==> src/rtl/hb_pkg.sv <==
package hb_pkg;
  typedef enum logic [1:0] {
    LVL_LOW,
    LVL_HIGH,
    LVL_MID
  } pwm_lvl_e;

  typedef enum logic [3:0] {
    S_IDLE,
    S_WAIT_LG,
    S_DLY_UG,
    S_UG_ON,
    S_WAIT_UG,
    S_DLY_LG,
    S_LG_ON,
    S_TRI_WAIT,
    S_TRI,
    S_FAULT
  } hb_state_e;
endpackage

==> src/rtl/hb_sync.sv <==
module hb_sync #(
  parameter int W      = 1,
  parameter int STAGES = 2
) (
  input  logic         clk_i,
  input  logic         rst_ni,
  input  logic [W-1:0] d_i,
  output logic [W-1:0] q_o
);
  logic [STAGES-1:0][W-1:0] pipe_q;

  always_ff @(posedge clk_i or negedge rst_ni) begin
    if (!rst_ni) begin
      pipe_q <= '0;
    end else begin
      pipe_q[0] <= d_i;
      for (int i = 1; i < STAGES; i++) pipe_q[i] <= pipe_q[i-1];
    end
  end

  assign q_o = pipe_q[STAGES-1];
endmodule

==> src/rtl/hb_pwm_classify.sv <==
module hb_pwm_classify
  import hb_pkg::*;
(
  input  logic     hi_i,
  input  logic     lo_i,
  output pwm_lvl_e lvl_o
);
  // both comparators set is impossible on a sane pin; treat as window
  always_comb begin
    unique case ({hi_i, lo_i})
      2'b10:   lvl_o = LVL_HIGH;
      2'b01:   lvl_o = LVL_LOW;
      default: lvl_o = LVL_MID;
    endcase
  end
endmodule

==> src/rtl/hb_down_timer.sv <==
module hb_down_timer #(
  parameter int W = 4
) (
  input  logic         clk_i,
  input  logic         rst_ni,
  input  logic         load_i,
  input  logic [W-1:0] val_i,
  output logic         done_o
);
  logic [W-1:0] cnt_q;

  always_ff @(posedge clk_i or negedge rst_ni) begin
    if (!rst_ni)            cnt_q <= '0;
    else if (load_i)        cnt_q <= val_i;
    else if (cnt_q != '0)   cnt_q <= cnt_q - 1'b1;
  end

  assign done_o = (cnt_q == '0);
endmodule

==> src/rtl/hb_deadtime_ctrl.sv <==
module hb_deadtime_ctrl
  import hb_pkg::*;
#(
  parameter int SYNC_STAGES = 2,
  parameter int DLY_CYC     = 2,
  parameter int HOLD_CYC    = 2,
  parameter int TMO_CYC     = 16
) (
  input  logic clk_i,
  input  logic rst_ni,
  input  logic en_i,
  input  logic pgood_i,
  input  logic pwm_hi_i,
  input  logic pwm_lo_i,
  input  logic lg_low_i,
  input  logic ug_low_i,
  output logic ug_en_o,
  output logic lg_en_o,
  output logic tri_off_o,
  output logic fault_o
);
  localparam int MAX_A = (DLY_CYC > HOLD_CYC) ? DLY_CYC : HOLD_CYC;
  localparam int MAX_C = (TMO_CYC > MAX_A) ? TMO_CYC : MAX_A;
  localparam int CNT_W = $clog2(MAX_C + 1);
  localparam int NSYNC = 6;

  logic [NSYNC-1:0] raw_in, syn_in;
  logic hi_s, lo_s, lg_low_s, ug_low_s, en_s, pg_s, en_ok;

  assign raw_in = {pwm_hi_i, pwm_lo_i, lg_low_i, ug_low_i, en_i, pgood_i};

  hb_sync #(.W(NSYNC), .STAGES(SYNC_STAGES)) u_sync (
    .clk_i (clk_i),
    .rst_ni(rst_ni),
    .d_i   (raw_in),
    .q_o   (syn_in)
  );

  assign {hi_s, lo_s, lg_low_s, ug_low_s, en_s, pg_s} = syn_in;
  assign en_ok = en_s & pg_s;

  pwm_lvl_e lvl;
  hb_pwm_classify u_cls (
    .hi_i (hi_s),
    .lo_i (lo_s),
    .lvl_o(lvl)
  );

  hb_state_e state_q, state_d;
  pwm_lvl_e  fault_lvl_q;
  logic      tmr_load, tmr_done;
  logic [CNT_W-1:0] tmr_val;

  hb_down_timer #(.W(CNT_W)) u_tmr (
    .clk_i (clk_i),
    .rst_ni(rst_ni),
    .load_i(tmr_load),
    .val_i (tmr_val),
    .done_o(tmr_done)
  );

  always_comb begin
    state_d = state_q;
    if (!en_ok) begin
      state_d = S_IDLE;
    end else begin
      unique case (state_q)
        S_IDLE: begin
          if (lvl == LVL_HIGH)     state_d = S_WAIT_LG;
          else if (lvl == LVL_LOW) state_d = S_WAIT_UG;
        end
        S_WAIT_LG: begin
          if (lvl == LVL_MID)      state_d = S_TRI_WAIT;
          else if (lvl == LVL_LOW) state_d = S_WAIT_UG;
          else if (lg_low_s)       state_d = S_DLY_UG;
          else if (tmr_done)       state_d = S_FAULT;
        end
        S_DLY_UG: begin
          if (lvl == LVL_MID)      state_d = S_TRI_WAIT;
          else if (lvl == LVL_LOW) state_d = S_WAIT_UG;
          else if (!lg_low_s)      state_d = S_WAIT_LG;
          else if (tmr_done)       state_d = S_UG_ON;
        end
        S_UG_ON: begin
          if (lvl == LVL_MID)      state_d = S_TRI_WAIT;
          else if (lvl == LVL_LOW) state_d = S_WAIT_UG;
        end
        S_WAIT_UG: begin
          if (lvl == LVL_MID)       state_d = S_TRI_WAIT;
          else if (lvl == LVL_HIGH) state_d = S_WAIT_LG;
          else if (ug_low_s)        state_d = S_DLY_LG;
          else if (tmr_done)        state_d = S_FAULT;
        end
        S_DLY_LG: begin
          if (lvl == LVL_MID)       state_d = S_TRI_WAIT;
          else if (lvl == LVL_HIGH) state_d = S_WAIT_LG;
          else if (!ug_low_s)       state_d = S_WAIT_UG;
          else if (tmr_done)        state_d = S_LG_ON;
        end
        S_LG_ON: begin
          if (lvl == LVL_MID)       state_d = S_TRI_WAIT;
          else if (lvl == LVL_HIGH) state_d = S_WAIT_LG;
        end
        S_TRI_WAIT: begin
          if (lvl == LVL_HIGH)     state_d = S_WAIT_LG;
          else if (lvl == LVL_LOW) state_d = S_WAIT_UG;
          else if (tmr_done)       state_d = S_TRI;
        end
        S_TRI: begin
          if (lvl == LVL_HIGH)     state_d = S_WAIT_LG;
          else if (lvl == LVL_LOW) state_d = S_WAIT_UG;
        end
        S_FAULT: begin
          // held until the PWM level changes
          if (lvl != fault_lvl_q) begin
            unique case (lvl)
              LVL_HIGH: state_d = S_WAIT_LG;
              LVL_LOW:  state_d = S_WAIT_UG;
              default:  state_d = S_TRI_WAIT;
            endcase
          end
        end
        default: state_d = S_IDLE;
      endcase
    end
  end

  assign tmr_load = (state_d != state_q);

  always_comb begin
    unique case (state_d)
      S_WAIT_LG, S_WAIT_UG: tmr_val = CNT_W'(TMO_CYC);
      S_DLY_UG, S_DLY_LG:   tmr_val = CNT_W'(DLY_CYC);
      S_TRI_WAIT:           tmr_val = CNT_W'(HOLD_CYC);
      default:              tmr_val = '0;
    endcase
  end

  always_ff @(posedge clk_i or negedge rst_ni) begin
    if (!rst_ni) begin
      state_q     <= S_IDLE;
      fault_lvl_q <= LVL_MID;
    end else begin
      state_q <= state_d;
      if (state_d == S_FAULT && state_q != S_FAULT) fault_lvl_q <= lvl;
    end
  end

  logic ug_on, lg_on;
  assign ug_on = (state_q == S_UG_ON);
  assign lg_on = (state_q == S_LG_ON);

  // raw gating so disable acts without synchronizer latency
  assign ug_en_o   = ug_on & en_i & pgood_i;
  assign lg_en_o   = lg_on & en_i & pgood_i;
  assign tri_off_o = (state_q == S_TRI);
  assign fault_o   = (state_q == S_FAULT);

  p_no_overlap_r3: assert property (@(posedge clk_i) disable iff (!rst_ni)
    !(ug_en_o && lg_en_o))
    else $error("R3 overlap");

  p_ug_rise_fb_r1: assert property (@(posedge clk_i) disable iff (!rst_ni)
    $rose(ug_on) |-> $past(lg_low_s))
    else $error("R1 high side rose without low-side feedback");

  p_lg_rise_fb_r2: assert property (@(posedge clk_i) disable iff (!rst_ni)
    $rose(lg_on) |-> $past(ug_low_s))
    else $error("R2 low side rose without high-side feedback");

  p_mid_off_r5: assert property (@(posedge clk_i) disable iff (!rst_ni)
    (lvl == LVL_MID) |=> (!ug_on && !lg_on))
    else $error("R5 gate on after mid level");

  p_tri_from_mid_r6: assert property (@(posedge clk_i) disable iff (!rst_ni)
    $rose(tri_off_o) |-> $past(lvl == LVL_MID))
    else $error("R6 shutdown flag without mid level");

  p_tri_off_r6: assert property (@(posedge clk_i) disable iff (!rst_ni)
    tri_off_o |-> (!ug_en_o && !lg_en_o))
    else $error("R6 gate on in shutdown");

  p_force_off_r8: assert property (@(posedge clk_i) disable iff (!rst_ni)
    !(en_i && pgood_i) |-> (!ug_en_o && !lg_en_o))
    else $error("R8 gate on while disabled");

  p_idle_mid_r10: assert property (@(posedge clk_i) disable iff (!rst_ni)
    (state_q == S_IDLE && lvl == LVL_MID) |=> !tri_off_o)
    else $error("R10 shutdown flag from idle");

  p_fault_src_r11: assert property (@(posedge clk_i) disable iff (!rst_ni)
    $rose(fault_o) |-> $past(state_q == S_WAIT_LG || state_q == S_WAIT_UG))
    else $error("R11 fault not from feedback wait");

  p_fault_off_r11: assert property (@(posedge clk_i) disable iff (!rst_ni)
    fault_o |-> (!ug_en_o && !lg_en_o))
    else $error("R11 gate on in fault");
endmodule

==> config.mk <==
export PLATFORM = sky130hd
export DESIGN_NAME = hb_deadtime_ctrl
export DESIGN_NICKNAME = d
export VERILOG_FILES = /design/src/rtl/hb_pkg.sv /design/src/rtl/hb_sync.sv /design/src/rtl/hb_pwm_classify.sv /design/src/rtl/hb_down_timer.sv /design/src/rtl/hb_deadtime_ctrl.sv
export SDC_FILE = /design/constraint.sdc
export NUM_CORES = 1
export LEC_CHECK = 0
export BUFFER_PORTS_ARGS = -buffer_cell sky130_fd_sc_hd__buf_4
export CAP_MARGIN = 5
export CORE_ASPECT_RATIO = 1.1
export CORE_MARGIN = 10
export CORE_UTILIZATION = 53
export DETAILED_ROUTE_END_ITERATION = 12
export PLACE_DENSITY_LB_ADDON = 0.12
export SLEW_MARGIN = 30
export SYNTH_ARGS = -nofsm -noshare
export SYNTH_HDL_FRONTEND = slang
export SYNTH_HIERARCHICAL = 1
export SYNTH_SLANG_ARGS = --single-unit
==> constraint.sdc <==
create_clock -name clk_i -period 2.6 [get_ports clk_i]
set_clock_uncertainty 0.05 [all_clocks]
set_input_delay 0.13 -clock clk_i [delete_from_list [all_inputs] [get_ports clk_i]]
set_output_delay 0.13 -clock clk_i [all_outputs]
set_load 0.05 [all_outputs]
==> flow_summary.toml, run 1 <==
[sta]
post-route-period-util = 0.9959
fin_hold_ws_ns = 0.1901
setup_viol = 0
maxSlewHeadroom = 0.6052
slew_violations = 0
fmax_mhz = 386.2
rsz0062_at_grt = "true"
period_needed_ns = 2.589
hold_viol = 0
tightestPinTransition_ns = 0.5922
setup_ws_ns = 0.01075

[logic_synthesis]
seq_area_frac_synth = 0.3662
synth_ff_type = "dfrtp_1"
netlist_area_um2 = 1575
avgSynthCellArea_um2 = 9.106
yosysWarnings = 6
synth_edf_count = 0
yosysUniqueCellTypes = 52
synth-seq-cells = 23
synthArstFlopShare = 1.000
synth_cells = 173

[clock_tree]
cts_tree = "yes"
clock_latency_ns = 0.30
cts-buffers-inserted = 3
cts_buffer_depth = 2
cts-root-buf = "clkbuf_4"
htree_levels = 1
cts_sinks = 23
clk_pin_slew_worst_paths_ns = 0.13

[power_and_ir_drop]
total_power_mw = 1.203
vdd_ir_drop_max_mv = 0.4729
leakagePower_nw = 0.8499
power.density_nw_per_um2 = 598.6

[route]
wl_per_cell_um = 16.20
vias = 1403
drt.antenna.violating_nets = 0
finalWirelength_um = 3888
routed_via_density = 5.846
drcViolationCount = 0
drt-initial-drc-count = 187
drtPass1Iterations = 4

[placement]
gp_congestion = 0.9394
hpwl_um = 2800
pre_cts_slack_ns = -0.2037
io_buffers = 11

[job]
cap_violations = 0

[outcome]
status = "finished, final reports clean"

[layout]
fill_cells = 215
drive_above_1_share = 0.3430
final_nets = 218
antennaDiodeCount = 0
syn_to_final_growth_pct = 27.56
mostFrequentLayoutCell = "buf_4"
mostFrequentLayoutCells = "buf_4, dfrtp_1, nand2_1"

[global_route]
grt_pass1_wl_um = 6403
antenna_found_initial = 0
grt_pass1_vias = 1424
track_usage = 0.1371
grt_max_degree = 24
grt_overflow = 0

[critical_path]
crit_arrival_ns = 2.75
slowest_delay_ns = 0.38
critPathKind = "flop to flop"
crit_slowest_cell = "dfrtp_1"
start_kind = "flop"
cpMostUsedCell = "buf_4"
end_kind = "flop"
worstPathCellList = "inv_2, ha_4, nor4b_4, buf_4, buf_4, or2_0, a32oi_1, nand3_1, nor2_2, mux2i_1, nand4_1, buf_6, o31ai_4"
cp.required_ns = 2.76
crit_path_max_fanout = 7

[worst_hold_path]
hold_class = "input port to async pin"

[floorplan]
initial_core_util = 0.5621
die_w_um = 71.98
num_rows = 20
coreArea_um2 = 2803
dieHeight_um = 77.18
die_area_um2 = 5555
boundaryPins = 12
## metrics by stage
step,instances,cell area [µm²],TNS (ns),utilization
after floorplan,175,1599,0,-
after detailed placement,216,1724,-0.5778,0.6152
final,240,2009,0,0.7170
after CTS,232,1902,0,0.6786
after global placement,216,1724,-0.04453,0.6152
after global routing,240,2009,-0.5273,0.7170
## metal layers
layer / GRT usage / vias to the layer above / routed length, µm
li1: - / 680 / -
met1: 0.1713 / 677 / 1756
met2: 0.2226 / 35 / 1866
met3: 0.02703 / 11 / 155
met4: 0.05233 / 0 / 110
met5: 0 / - / 0
## final timing paths
| kind | slack (ns) | cells after the start | end | from |
|---|---|---|---|---|
| worst min register to register | 0.31 | 0 | u_sync/q_o[1] | u_sync/pipe_q[1] |
| worst min-delay path | 0.19 | 2 | u_sync/pipe_q[4] | rst_ni |
| worst max-delay path | 0.01 | 13 | u_tmr/cnt_q[3] | u_tmr/cnt_q[0] |
| max in group asynchronous | 2.04 | 2 | fault_lvl_q[1] | rst_ni |
| worst max register to register | 0.01 | 13 | u_tmr/cnt_q[3] | u_tmr/cnt_q[0] |
| min in group clk_i | 0.31 | 0 | u_sync/q_o[1] | u_sync/pipe_q[1] |
## cell type report
cell class	instances	area [µm²]	share of cell area
inverter	6	22.52	0.01121
tap	33	41.29	0.02055
timing repair buffer	48	385.4	0.1918
multi-input combinational	126	953.4	0.4745
sequential	23	576.8	0.2870
clock inverter	1	7.507	0.003736
clock buffer	3	22.52	0.01121
## kinds of logic (layout without fill, tap and decap cells)
logic type                 count (synthesis)  in the layout  share of synthesized area
and+or+nand+nor                           76             76                     0.2994
muxes                                      4              4                    0.02780
DFF                                       23             23                     0.3662
other                                      1              3                   0.002381
adders and majority gates                  2              2                    0.01588
AOI/OAI and AO/OA                         35             35                     0.1612
buffers and inverters                     26             58                    0.09372
xor gates and xnor gates                   6              6                    0.03336
## synth_stat cells (5+ instances only)
master,instances,share of area
nor3_1,5,0.016
nor2_1,12,0.029
buf_2,10,0.032
buf_4,6,0.029
nand2_1,16,0.038
nand3_1,5,0.016
xnor2_1,6,0.033
dfrtp_1,22,0.35
inv_1,6,0.014
## repair_timing
| item | in CTS | in global routing |
|---|---|---|
| resized for setup | 9 | 10 |
| buffers inserted | 5 | 8 |
| hold buffers | 7 | 0 |
| hold endpoints to repair | 29 | 0 |
| setup endpoints to repair | 5 | 7 |
| pin swaps | 2 | 9 |
## flip-flops by register name, indices dropped and copies added, names as in the netlist
name / cells
u_sync/pipe_q: 6
u_sync/q_o: 6
u_tmr/cnt_q: 5
state_q: 4
fault_lvl_q: 2
## power breakdown
group          switching (mW)  internal (mW)
combinational           0.261          0.321
clock                  0.0997         0.0585
sequential             0.0567          0.406
## critical path: cells and delay by family (launching register included)
| family | cells | cell delay [ns] |
|---|---|---|
| flip-flops | 1 | 0.38 |
| AO/OA/AOI/OAI | 2 | 0.40 |
| multiplexers | 1 | 0.22 |
| adder cells (fa/ha/maj) | 1 | 0.15 |
| buffers and inverters | 4 | 0.53 |
| AND/OR/NAND/NOR | 5 | 0.78 |
Note: power is estimated with default switching activity, not from simulation.
==> run 2: changes to the inputs <==
BUFFER_PORTS_ARGS = not set   (was -buffer_cell sky130_fd_sc_hd__buf_4)
CORE_UTILIZATION = 55   (was 53)
DONT_BUFFER_PORTS = 1   (was not set)
==> flow_summary.toml, run 2 (synthesis gave the netlist of run 1 again) <==
[sta]
setup_viol = 0
fmax_mhz = 399.9
slew_violations = 0
post-route-period-util = 0.9617
period_needed_ns = 2.500
hold_viol = 0
fin_hold_ws_ns = 0.2653

[power_and_ir_drop]
switching_share = 0.3541
internal-power_uw = 751.9
power.density_nw_per_um2 = 601.9
vdd_ir_drop_max_mv = 0.6013
p_comb_frac = 0.463
switchingPower_uw = 412.3
p_clk_frac = 0.129
p_seq_frac = 0.408
leakagePower_nw = 0.7929

[critical_path]
slowest_delay_ns = 0.40
crit_path_max_fanout = 7
cp.required_ns = 2.76
worstPathCellList = "inv_2, ha_4, nor4b_4, nand3b_1, a32oi_2, o221a_1, and2_4, a21oi_1, nand4_1, buf_6, o31ai_2"
crit_slowest_cell = "dfrtp_1"
cp_top_family = "simple AND/OR/NAND/NOR gates"
critPathKind = "flop to flop"
path_buf_inv = 2
crit_arrival_ns = 2.66
start_kind = "flop"
end_kind = "flop"

[floorplan]
dieHeight_um = 76.13
num_rows = 20
die_area_um2 = 5407
boundaryPins = 12
initial_core_util = 0.5723
die_w_um = 71.03
coreArea_um2 = 2753

[global_route]
grt_max_degree = 24
track_usage = 0.1357
grt_pass1_wl_um = 6210
grt_overflow = 0
antenna_found_initial = 0
grt_pass1_vias = 1303

[placement]
io_buffers = 0
postPlaceCellArea_um2 = 1714
dp_cells = 213
hpwl_um = 2843
gp_congestion = 0.9653

[route]
routed_via_density = 6.179
drtPass1Iterations = 4
drt.antenna.violating_nets = 0
drt-initial-drc-count = 151
drcViolationCount = 0
vias = 1415
finalWirelength_um = 3933
wl_per_cell_um = 17.17

[layout]
antennaDiodeCount = 0
mostFrequentLayoutCell = "buf_4"
final-seq-area_um2 = 576.8
final_nets = 207
layout.cells.non_filler = 229
syn_to_final_growth_pct = 22.80
mostFrequentLayoutCells = "buf_4, dfrtp_1, nand2_1"
multi_input_area_um2 = 973.4
drive_above_1_share = 0.3010
fill_cells = 224
design_area_um2 = 1934

[outcome]
status = "finished, final reports clean"

[clock_tree]
cts-root-buf = "clkbuf_4"
htree_levels = 1
clock_latency_ns = 0.30
cts_tree = "yes"
cts_buffer_depth = 2
cts_sinks = 23
clk_pin_slew_worst_paths_ns = 0.11
cts-buffers-inserted = 3

[job]
cap_violations = 0

[worst_hold_path]
hold_class = "input port to async pin"
## run 2: power by group through the flow
stage               logic, mW  registers, mW  clock network [mW]
finish                  0.539          0.475               0.150
global route            0.590          0.482               0.178
CTS                     0.430          0.466               0.162
detailed placement      0.392          0.464                   0
global placement        0.384          0.462                   0
floorplan               0.305          0.446                   0
## run 2: worst reg2reg max path: stages (launching register included)
cell and delay [ns]:
dfrtp_1 0.40, inv_2 0.08, ha_4 0.14, nor4b_4 0.29, nand3b_1 0.20, a32oi_2 0.06, o221a_1 0.32, and2_4 0.19
a21oi_1 0.14, nand4_1 0.13, buf_6 0.16, o31ai_2 0.25
## run 2: cell type report
cell class / count / area share
repair buffers: 36 / 0.1514
inverters: 6 / 0.01164
multi-input cells: 127 / 0.5032
clock buffers: 3 / 0.01164
clock inverters: 1 / 0.002587
flip-flops and latches: 23 / 0.2982
well taps: 33 / 0.02135
## run 2: worst paths after layout
check / startpoint / end / slack [ns] / depth (start not counted)
setup / recovery: u_tmr/cnt_q[1] / u_tmr/cnt_q[2] / 0.1 / 11
hold / removal: rst_ni / u_sync/pipe_q[5] / 0.27 / 2
setup reg to reg: u_tmr/cnt_q[1] / u_tmr/cnt_q[2] / 0.1 / 11
hold reg to reg: u_sync/pipe_q[1] / u_sync/q_o[1] / 0.31 / 0
max in group asynchronous: rst_ni / fault_lvl_q[1] / 1.89 / 2
min in group clk_i: u_sync/pipe_q[1] / u_sync/q_o[1] / 0.31 / 0
## run 2: through the flow
step	TNS [ns]	power (mW)	util	setup WS, ns
2_1_floorplan	0	0.7507	-	0.01666
3_3_place_gp	0	0.8452	0.6227	0.04317
3_5_place_dp	-0.03642	0.8553	0.6227	-0.03144
4_1_cts	0	1.058	0.6664	0.006404
5_1_grt	-0.04359	1.250	0.7027	-0.03332
6_report	0	1.164	0.7027	0.09958
## run 2: metal layers
layer | wire, µm | global-route usage | part of all wire
met2 | 1939 | 0.2219 | 0.49
met4 | 125 | 0.06589 | 0.032
met3 | 206 | 0.02734 | 0.052
met5 | 0 | 0 | 0
met1 | 1661 | 0.1630 | 0.42
## run 2: what timing repair did
item | 4_1_cts | 5_1_grt
hold endpoints to repair | 29 | 22
resized for setup | 2 | 15
cloned | 1 | 0
buffers inserted | 0 | 3
pin swaps | 0 | 5
hold buffers | 7 | 1
setup endpoints to repair | 5 | 7
